--- src/rtl/msd_pkg.sv ---
package msd_pkg;
   localparam int SEG_W = 7;
   typedef logic [3:0]       bcd_t;
   typedef logic [SEG_W-1:0] seg_t;

   // active-high pattern, bit 0 = a ... bit 6 = g; non-decimal codes blank
   function automatic seg_t seg_pattern(input bcd_t v);
      case (v)
         4'd0:    return 7'h3F;
         4'd1:    return 7'h06;
         4'd2:    return 7'h5B;
         4'd3:    return 7'h4F;
         4'd4:    return 7'h66;
         4'd5:    return 7'h6D;
         4'd6:    return 7'h7D;
         4'd7:    return 7'h07;
         4'd8:    return 7'h7F;
         4'd9:    return 7'h6F;
         default: return 7'h00;
      endcase
   endfunction
endpackage

--- src/rtl/msd_tick_gen.sv ---
module msd_tick_gen #(
   parameter int DIV = 100000
) (
   input  logic clk,
   input  logic rst_n,
   input  logic en,
   output logic tick
);
   localparam int CW = (DIV > 2) ? $clog2(DIV) : 1;
   localparam logic [CW-1:0] LAST = CW'(DIV - 1);

   if (DIV < 2) begin : g_bad_div
      $error("msd_tick_gen: DIV must be at least 2");
   end

   logic [CW-1:0] cnt;

   assign tick = en && (cnt == LAST);

   always_ff @(posedge clk or negedge rst_n) begin
      if (!rst_n) begin
         cnt <= '0;
      end else if (en) begin
         cnt <= (cnt == LAST) ? '0 : cnt + 1'b1;
      end
   end
endmodule

--- src/rtl/msd_decade_chain.sv ---
module msd_decade_chain
   import msd_pkg::*;
#(
   parameter int NUM_DIGITS = 4
) (
   input  logic                       clk,
   input  logic                       rst_n,
   input  logic                       step,
   output bcd_t [NUM_DIGITS-1:0]      digits
);
   logic [NUM_DIGITS:0] carry;

   assign carry[0] = step;

   for (genvar i = 0; i < NUM_DIGITS; i++) begin : g_dig
      assign carry[i+1] = carry[i] && (digits[i] == 4'd9);

      always_ff @(posedge clk or negedge rst_n) begin
         if (!rst_n) begin
            digits[i] <= 4'd0;
         end else if (carry[i]) begin
            digits[i] <= (digits[i] == 4'd9) ? 4'd0 : digits[i] + 4'd1;
         end
      end
   end
endmodule

--- src/rtl/msd_scan_mux.sv ---
module msd_scan_mux
   import msd_pkg::*;
#(
   parameter int NUM_DIGITS     = 4,
   parameter bit SEG_ACTIVE_LOW = 1'b1
) (
   input  logic                   clk,
   input  logic                   rst_n,
   input  logic                   advance,
   input  bcd_t [NUM_DIGITS-1:0]  digits,
   output seg_t                   seg_lines,
   output logic [NUM_DIGITS-1:0]  dig_sel_n
);
   localparam int PW = (NUM_DIGITS > 2) ? $clog2(NUM_DIGITS) : 1;
   localparam logic [PW-1:0] LAST_POS = PW'(NUM_DIGITS - 1);

   logic [PW-1:0] pos;
   seg_t          pattern;

   always_ff @(posedge clk or negedge rst_n) begin
      if (!rst_n) begin
         pos <= '0;
      end else if (advance) begin
         pos <= (pos == LAST_POS) ? '0 : pos + 1'b1;
      end
   end

   assign dig_sel_n = ~(NUM_DIGITS'(1) << pos);
   assign pattern   = seg_pattern(digits[pos]);

   if (SEG_ACTIVE_LOW) begin : g_seg_low
      assign seg_lines = ~pattern;
   end else begin : g_seg_high
      assign seg_lines = pattern;
   end
endmodule

--- src/rtl/msec_scan_display.sv ---
module msec_scan_display
   import msd_pkg::*;
#(
   parameter int NUM_DIGITS     = 4,
   parameter int TICK_DIV       = 100000,
   parameter int SCAN_DIV       = 100000,
   parameter bit SEG_ACTIVE_LOW = 1'b1
) (
   input  logic                  clk,
   input  logic                  rst_n,
   input  logic                  run,
   output logic [SEG_W-1:0]      seg_lines,
   output logic [NUM_DIGITS-1:0] dig_sel_n
);
   if (NUM_DIGITS < 1 || NUM_DIGITS > 8) begin : g_bad_digits
      $error("msec_scan_display: NUM_DIGITS must be 1..8");
   end

   logic                   ms_tick;
   logic                   scan_tick;
   bcd_t [NUM_DIGITS-1:0]  digits;

   msd_tick_gen #(.DIV(TICK_DIV)) u_ms_tick (
      .clk   (clk),
      .rst_n (rst_n),
      .en    (run),
      .tick  (ms_tick)
   );

   msd_tick_gen #(.DIV(SCAN_DIV)) u_scan_tick (
      .clk   (clk),
      .rst_n (rst_n),
      .en    (1'b1),
      .tick  (scan_tick)
   );

   msd_decade_chain #(.NUM_DIGITS(NUM_DIGITS)) u_chain (
      .clk    (clk),
      .rst_n  (rst_n),
      .step   (ms_tick),
      .digits (digits)
   );

   msd_scan_mux #(
      .NUM_DIGITS     (NUM_DIGITS),
      .SEG_ACTIVE_LOW (SEG_ACTIVE_LOW)
   ) u_scan (
      .clk       (clk),
      .rst_n     (rst_n),
      .advance   (scan_tick),
      .digits    (digits),
      .seg_lines (seg_lines),
      .dig_sel_n (dig_sel_n)
   );
endmodule


--- config.mk ---
export PLATFORM = sky130hd
export DESIGN_NAME = msec_scan_display
export DESIGN_NICKNAME = d
export VERILOG_FILES = /design/src/rtl/msd_pkg.sv /design/src/rtl/msd_tick_gen.sv /design/src/rtl/msd_decade_chain.sv /design/src/rtl/msd_scan_mux.sv /design/src/rtl/msec_scan_display.sv
export SDC_FILE = /design/constraint.sdc
export NUM_CORES = 1
export LEC_CHECK = 0
export BUFFER_PORTS_ARGS = -buffer_cell sky130_fd_sc_hd__buf_2
export CORE_ASPECT_RATIO = 1.2
export CORE_MARGIN = 2
export CORE_UTILIZATION = 60
export DETAILED_ROUTE_END_ITERATION = 8
export HOLD_SLACK_MARGIN = 0.03
export PLACE_DENSITY = 0.78
export SLEW_MARGIN = 20
export SYNTH_ARGS = -nofsm -noshare
export SYNTH_HDL_FRONTEND = slang
export SYNTH_HIERARCHICAL = 1
export SYNTH_SLANG_ARGS = --single-unit
export TNS_END_PERCENT = 10
--- constraint.sdc ---
create_clock -name clk -period 3.1 [get_ports clk]
set_clock_uncertainty 0.05 [all_clocks]
set_input_delay 0 -clock clk [delete_from_list [all_inputs] [get_ports clk]]
set_output_delay 0 -clock clk [all_outputs]
set_load 0.005 [all_outputs]
After elaboration in Yosys (flattened, before gate mapping). Memory sizes are Yosys's and may differ from the RTL's. Index checks and enable logic that the tools add are counted.

Add/sub/neg operators: 7. $lt $le $gt $ge: 1. Equal/unequal tests: 7. Shift operators: 1. Multiplexer cells: 9. Bitwise operators: 2. Reductions and logical operators: 4.

Operators with widths (number): $add 17x1->17 const B (2); $eq 17x17->1 const B (2); $mux 17 (2); $mux 4 (5); $add 4x1->4 const B (4); $eq 4x4->1 const B (4); $bmux 4 s2 (1); $not 7->7 (1); $logic_and 1x1->1 (4); $not 4->4 (1); $shl 1x2->4 const A (1); $lt 2x3->1 const B (1); $add 2x1->2 const B (1); $eq 2x2->1 const B (1); $mux 2 (1).

Register bits after elaboration: 52. ROM bits: 112. Bits of input ports: 3. Output and inout bits: 11. Word-level logic and storage cells: 39. Memories: 1.

Memory list: (no name shown) (depth 16, bits a word 7, rd ports 1, clocked after memory_dff 0, wr ports 0, line msd_pkg.sv:8) `case (v)`.

Logic depth before layout (Yosys ltp).
Depth in word-level cells: 5. Depth in mapped cells: 7. Gate-level depth less buffers: 7.

Hierarchy. Netlist, hierarchy kept.

By module, submodules not included: msd_tick_gen (instances 2, cells an instance 91, area an instance 922.1 sq um, seq. area each 425.4 sq um); msd_decade_chain (instances 1, cells an instance 73, area an instance 787.0 sq um, seq. area each 400.4 sq um); msd_scan_mux (instances 1, cells an instance 48, area an instance 466.7 sq um, seq. area each 50.0 sq um); msec_scan_display (instances 1, cells an instance 1, area an instance 3.8 sq um, seq. area each 0.0 sq um).

Least setup slack after synthesis. No wires, ideal clock.

Path type: register -> register. Start point: reg u_ms_tick.cnt[8]. End point: reg u_chain/digits[12] (netlist bit). Setup time: 0.123 ns. Arrival: 2.107 ns. Required time: 2.927 ns. Setup slack: 0.820 ns. Stages on the path, launching flop included: 8. Path buffers: 0. Clock period less this slack: 2.280 ns. Cells stage by stage: dfrtp_1 nor4b_1 nand4_1 nor2_1 and3_2 nand3_2 or3_1 xnor2_1.

Longest elaborated chain between the ends: 5.

Ends and longest elaborated chain: start: declaration (line msd_tick_gen.sv:16) `logic [CW-1:0] cnt;`; start signal: assignment (line msd_tick_gen.sv:24) `cnt <= (cnt == LAST) ? '0 : cnt + 1'b1;`; $eq 17x17->1 (line msd_tick_gen.sv:18) `assign tick = en && (cnt == LAST);`; $logic_and 1x1->1 (line msd_tick_gen.sv:18); via ms_tick (line msec_scan_display.sv:19) `logic ms_tick;`; $logic_and 1x1->1 (3 in a row) (line msd_decade_chain.sv:16) `assign carry[i+1] = carry[i] && (digits[i] == 4'd9);`; end signal: indexed assignment (line msd_decade_chain.sv:22) `digits[i] <= (digits[i] == 4'd9) ? 4'd0 : digits[i] + 4'd1;`; end: declaration (line msd_decade_chain.sv:9) `output bcd_t [NUM_DIGITS-1:0] digits`.

The timed path passes the listed nets, and every way through them passes these cells. A chain may end at the register's enable or synchronous reset.

Worst setup path in the final report.
Start point: reg u_ms_tick.cnt[0]. End point: reg u_chain/digits[12] (netlist bit).

The elaborated chain is that of the path after synthesis.

==> reports/metrics.yaml <==
final-seq-area_um2: 1300
detailed_place.area_um2: 3220
synthesis.yosys.warnings: 6
cpMaxStageDelayCell: "sky130_fd_sc_hd__dfrtp_1"
crit_path_max_fanout: 9
gp_congestion: 0.921
cts.path.max_buffers: 2
worstHoldPathType: "in2async"
tritoncts_num_sinks: 52
path_cells: "ha_1 > nand4_1 > nor2_1 > buf_4 > and3_2 > nand3_2 > or3_1 > xnor2_1"
worstPathRequired_ps: 3240
postCtsHoldBufs: 2
syn-cell-area_um2: 3100
worstSkewPairLatency_ps: 300
synth.ff_latch_count: 52
run_status: "complete, no violations"
yosys.cell_count.top_type: "sky130_fd_sc_hd__dfrtp_1"
numPortBuffers: 13
post_route_cells_drive_above_1_share_pct: 17.2
fin_crit_sh_pct: 75.2
rsz0062_at_grt: "no"
synth_commonest_cells: "sky130_fd_sc_hd__dfrtp_1, sky130_fd_sc_hd__nand2_1, sky130_fd_sc_hd__nor2_1, sky130_fd_sc_hd__inv_1, sky130_fd_sc_hd__xnor2_1"
synth_sequential_area_ratio_pct: 42.0
finalHoldWorstSlack_ps: 152
synth-async-reset-ratio_pct: 100
top_layer: "met4"
fmax_ghz: 0.429
multi_input_area_um2: 1700
post_drt_wl_per_cell_um: 14.2
report.power.total_mw: 1.41
synth_cell_types: 53
cts.clk_slew.worst_paths_ps: 90
postLayoutCellArea_um2: 3320
wl_met1_mm: 2.44
worst_ir_drop_vdd_uv: 439
drt_iter0_markers: 127
grt_start_max_net_pins: 30
via_per_inst: 5.90
finalHoldViolations: 0
power.density_nw_per_um2: 426
met2_wirelength_mm: 2.74
firstDrtPassIters: 4
cts_tree: "done"
worst_path_dominant_cell_family: "simple AND/OR/NAND/NOR gates"
worstSetupStartpointType: "flop"
grt_use_total_pct: 21.1
yosys_most_used_dff: "sky130_fd_sc_hd__dfrtp_1"
leakage_nw: 1.59
cp_data_arrival_time_ps: 2470
cts_made_buffers: 5
met3_wirelength_um: 169
residual_drc: 0
postSynthAreaPerCell_um2: 10.2
detail-route-antenna-nets: 0
io_pins: 14
setup_total_negative_slack_ps: 0
inserted_diodes: 0
routed_wirelength_mm: 5.49
fp-row-count: 28
floorplan.initialDensity_pct: 62.3
synth.top_cells.by_area: "sky130_fd_sc_hd__dfrtp_1, sky130_fd_sc_hd__xnor2_1, sky130_fd_sc_hd__ha_1"
finalSetupViolCount: 0
synth_area_leader_cell: "sky130_fd_sc_hd__dfrtp_1"
final_max_slew_viol_count: 0
timing_worst_slew_pin_value_ps: 660
critical-path-max-stage-delay_ps: 430
max_cap_viol_count: 0
grt_pass1_vias: 2115
grt_pass1_wl_mm: 9.59
critical_path.n_buffers_inverters: 1
chipWidth_um: 69.6
hpwlAfterDp_mm: 4.01
worst-setup-path-type: "reg2reg"
post-synth-top-area-fraction_pct: 42.0
setup_ws_ps: 767
die-area_um2: 5760
grt_antenna_before_repair: 0
area_growth_pct: 6.94
cts.htree.levels: 2
timing.critical_path.to_type: "flop"
layout.filler_cells: 401
period_needed_ps: 2330
slew_headroom_pct: 55.8
finish.net_count: 340
synth-edff-count: 0
die_h_um: 82.8
cts_repair_resize_count: 0
syn_inst: 304
postCtsSetupRepairBufs: 0
preCtsSetupSlack_ps: 808
root_buffer: "sky130_fd_sc_hd__clkbuf_8"
dr_total_vias: 2278
grt_overflow_total: 0
core_um2: 4970
[cell type report]
type	instances	share of cell area (%)
repair buffers	17	3.02
multi-input cells	232	51.1
clock inverters	1	0.151
inverters	18	2.04
flip-flops and latches	52	39.2
well taps	60	2.26
clock buffers	6	2.19
[state kept, by name, indices dropped and copies added, names as in the netlist]
name and count:
u_ms_tick/cnt 17, u_chain/digits 16, u_scan_tick/cnt 17, u_scan/pos 2
[report_power, final]
part           switching [mW]  leakage [nW]  internal (mW)
clock network           0.210        0.0410          0.154
registers               0.105         0.665          0.748
logic                  0.0994         0.880         0.0961
[cells in the final DEF, fill, tap and decap left out, types with 5 or more instances in the layout]
cell type                  Yosys  final
sky130_fd_sc_hd__o21ai_0      14     14
sky130_fd_sc_hd__xor2_1       13     13
sky130_fd_sc_hd__ha_1         11     11
sky130_fd_sc_hd__and3_1        6      6
sky130_fd_sc_hd__inv_1        18     18
sky130_fd_sc_hd__clkbuf_8      0      5
sky130_fd_sc_hd__nor3_1        6      6
sky130_fd_sc_hd__dfrtp_1      52     52
sky130_fd_sc_hd__nand3_1      17     17
sky130_fd_sc_hd__conb_1        1      5
sky130_fd_sc_hd__mux2i_1       7      7
sky130_fd_sc_hd__nand2_1      22     22
sky130_fd_sc_hd__a21oi_1       6      6
sky130_fd_sc_hd__nor2_1       21     21
sky130_fd_sc_hd__xnor2_1      18     18
sky130_fd_sc_hd__and2_1        5      5
sky130_fd_sc_hd__buf_2         0     13
sky130_fd_sc_hd__nand4_1      13     13
[metal layers]
metal  GRT usage (%)  vias to the layer above
li1                -                     1116
met1            25.6                     1107
met2            37.6                       41
met3            3.76                       14
met4            9.04                        0
met5               0                        -
[worst register-to-register path: stages, from the launching register on]
cell and delay, ps:
sky130_fd_sc_hd__dfrtp_1 430, sky130_fd_sc_hd__ha_1 240, sky130_fd_sc_hd__nand4_1 240, sky130_fd_sc_hd__nor2_1 170
sky130_fd_sc_hd__buf_4 180, sky130_fd_sc_hd__and3_2 240, sky130_fd_sc_hd__nand3_2 150, sky130_fd_sc_hd__or3_1 390
sky130_fd_sc_hd__xnor2_1 130
[kinds of logic (layout without fill, tap and decap cells)]
family,Yosys count,in the layout,synth area share [%]
AO/OA/AOI/OAI,37,37,7.75
XOR/XNOR,31,31,8.75
other,1,5,0.121
flip-flops,52,52,42.0
buffers and inverters,24,42,3.87
adder cells (fa/ha/maj),11,11,4.44
AND/OR/NAND/NOR,134,134,26.9
multiplexers,14,14,6.25
[path summary, 6_finish.rpt]
| kind | from | end | slack (ps) | cells after the start |
|---|---|---|---|---|
| setup / recovery | u_ms_tick/cnt[0] | u_chain/digits[12] | 770 | 8 |
| hold / removal | rst_n | u_ms_tick/cnt[11] | 150 | 2 |
| setup reg to reg | u_ms_tick/cnt[0] | u_chain/digits[12] | 770 | 8 |
| hold reg to reg | u_chain/digits[8] | u_chain/digits[8] | 450 | 1 |
| max in group asynchronous | rst_n | u_ms_tick/cnt[3] | 2080 | 3 |
| min in group clk | u_chain/digits[8] | u_chain/digits[8] | 450 | 1 |
[through the flow]
stage | util (%) | std cells
final | 66.7 | 386
after global routing | 66.7 | 386
after CTS | 66.7 | 386
after detailed placement | 64.7 | 377
after global placement | 64.7 | 377
after floorplan | - | 308
(Power assumes the default switching activity.)
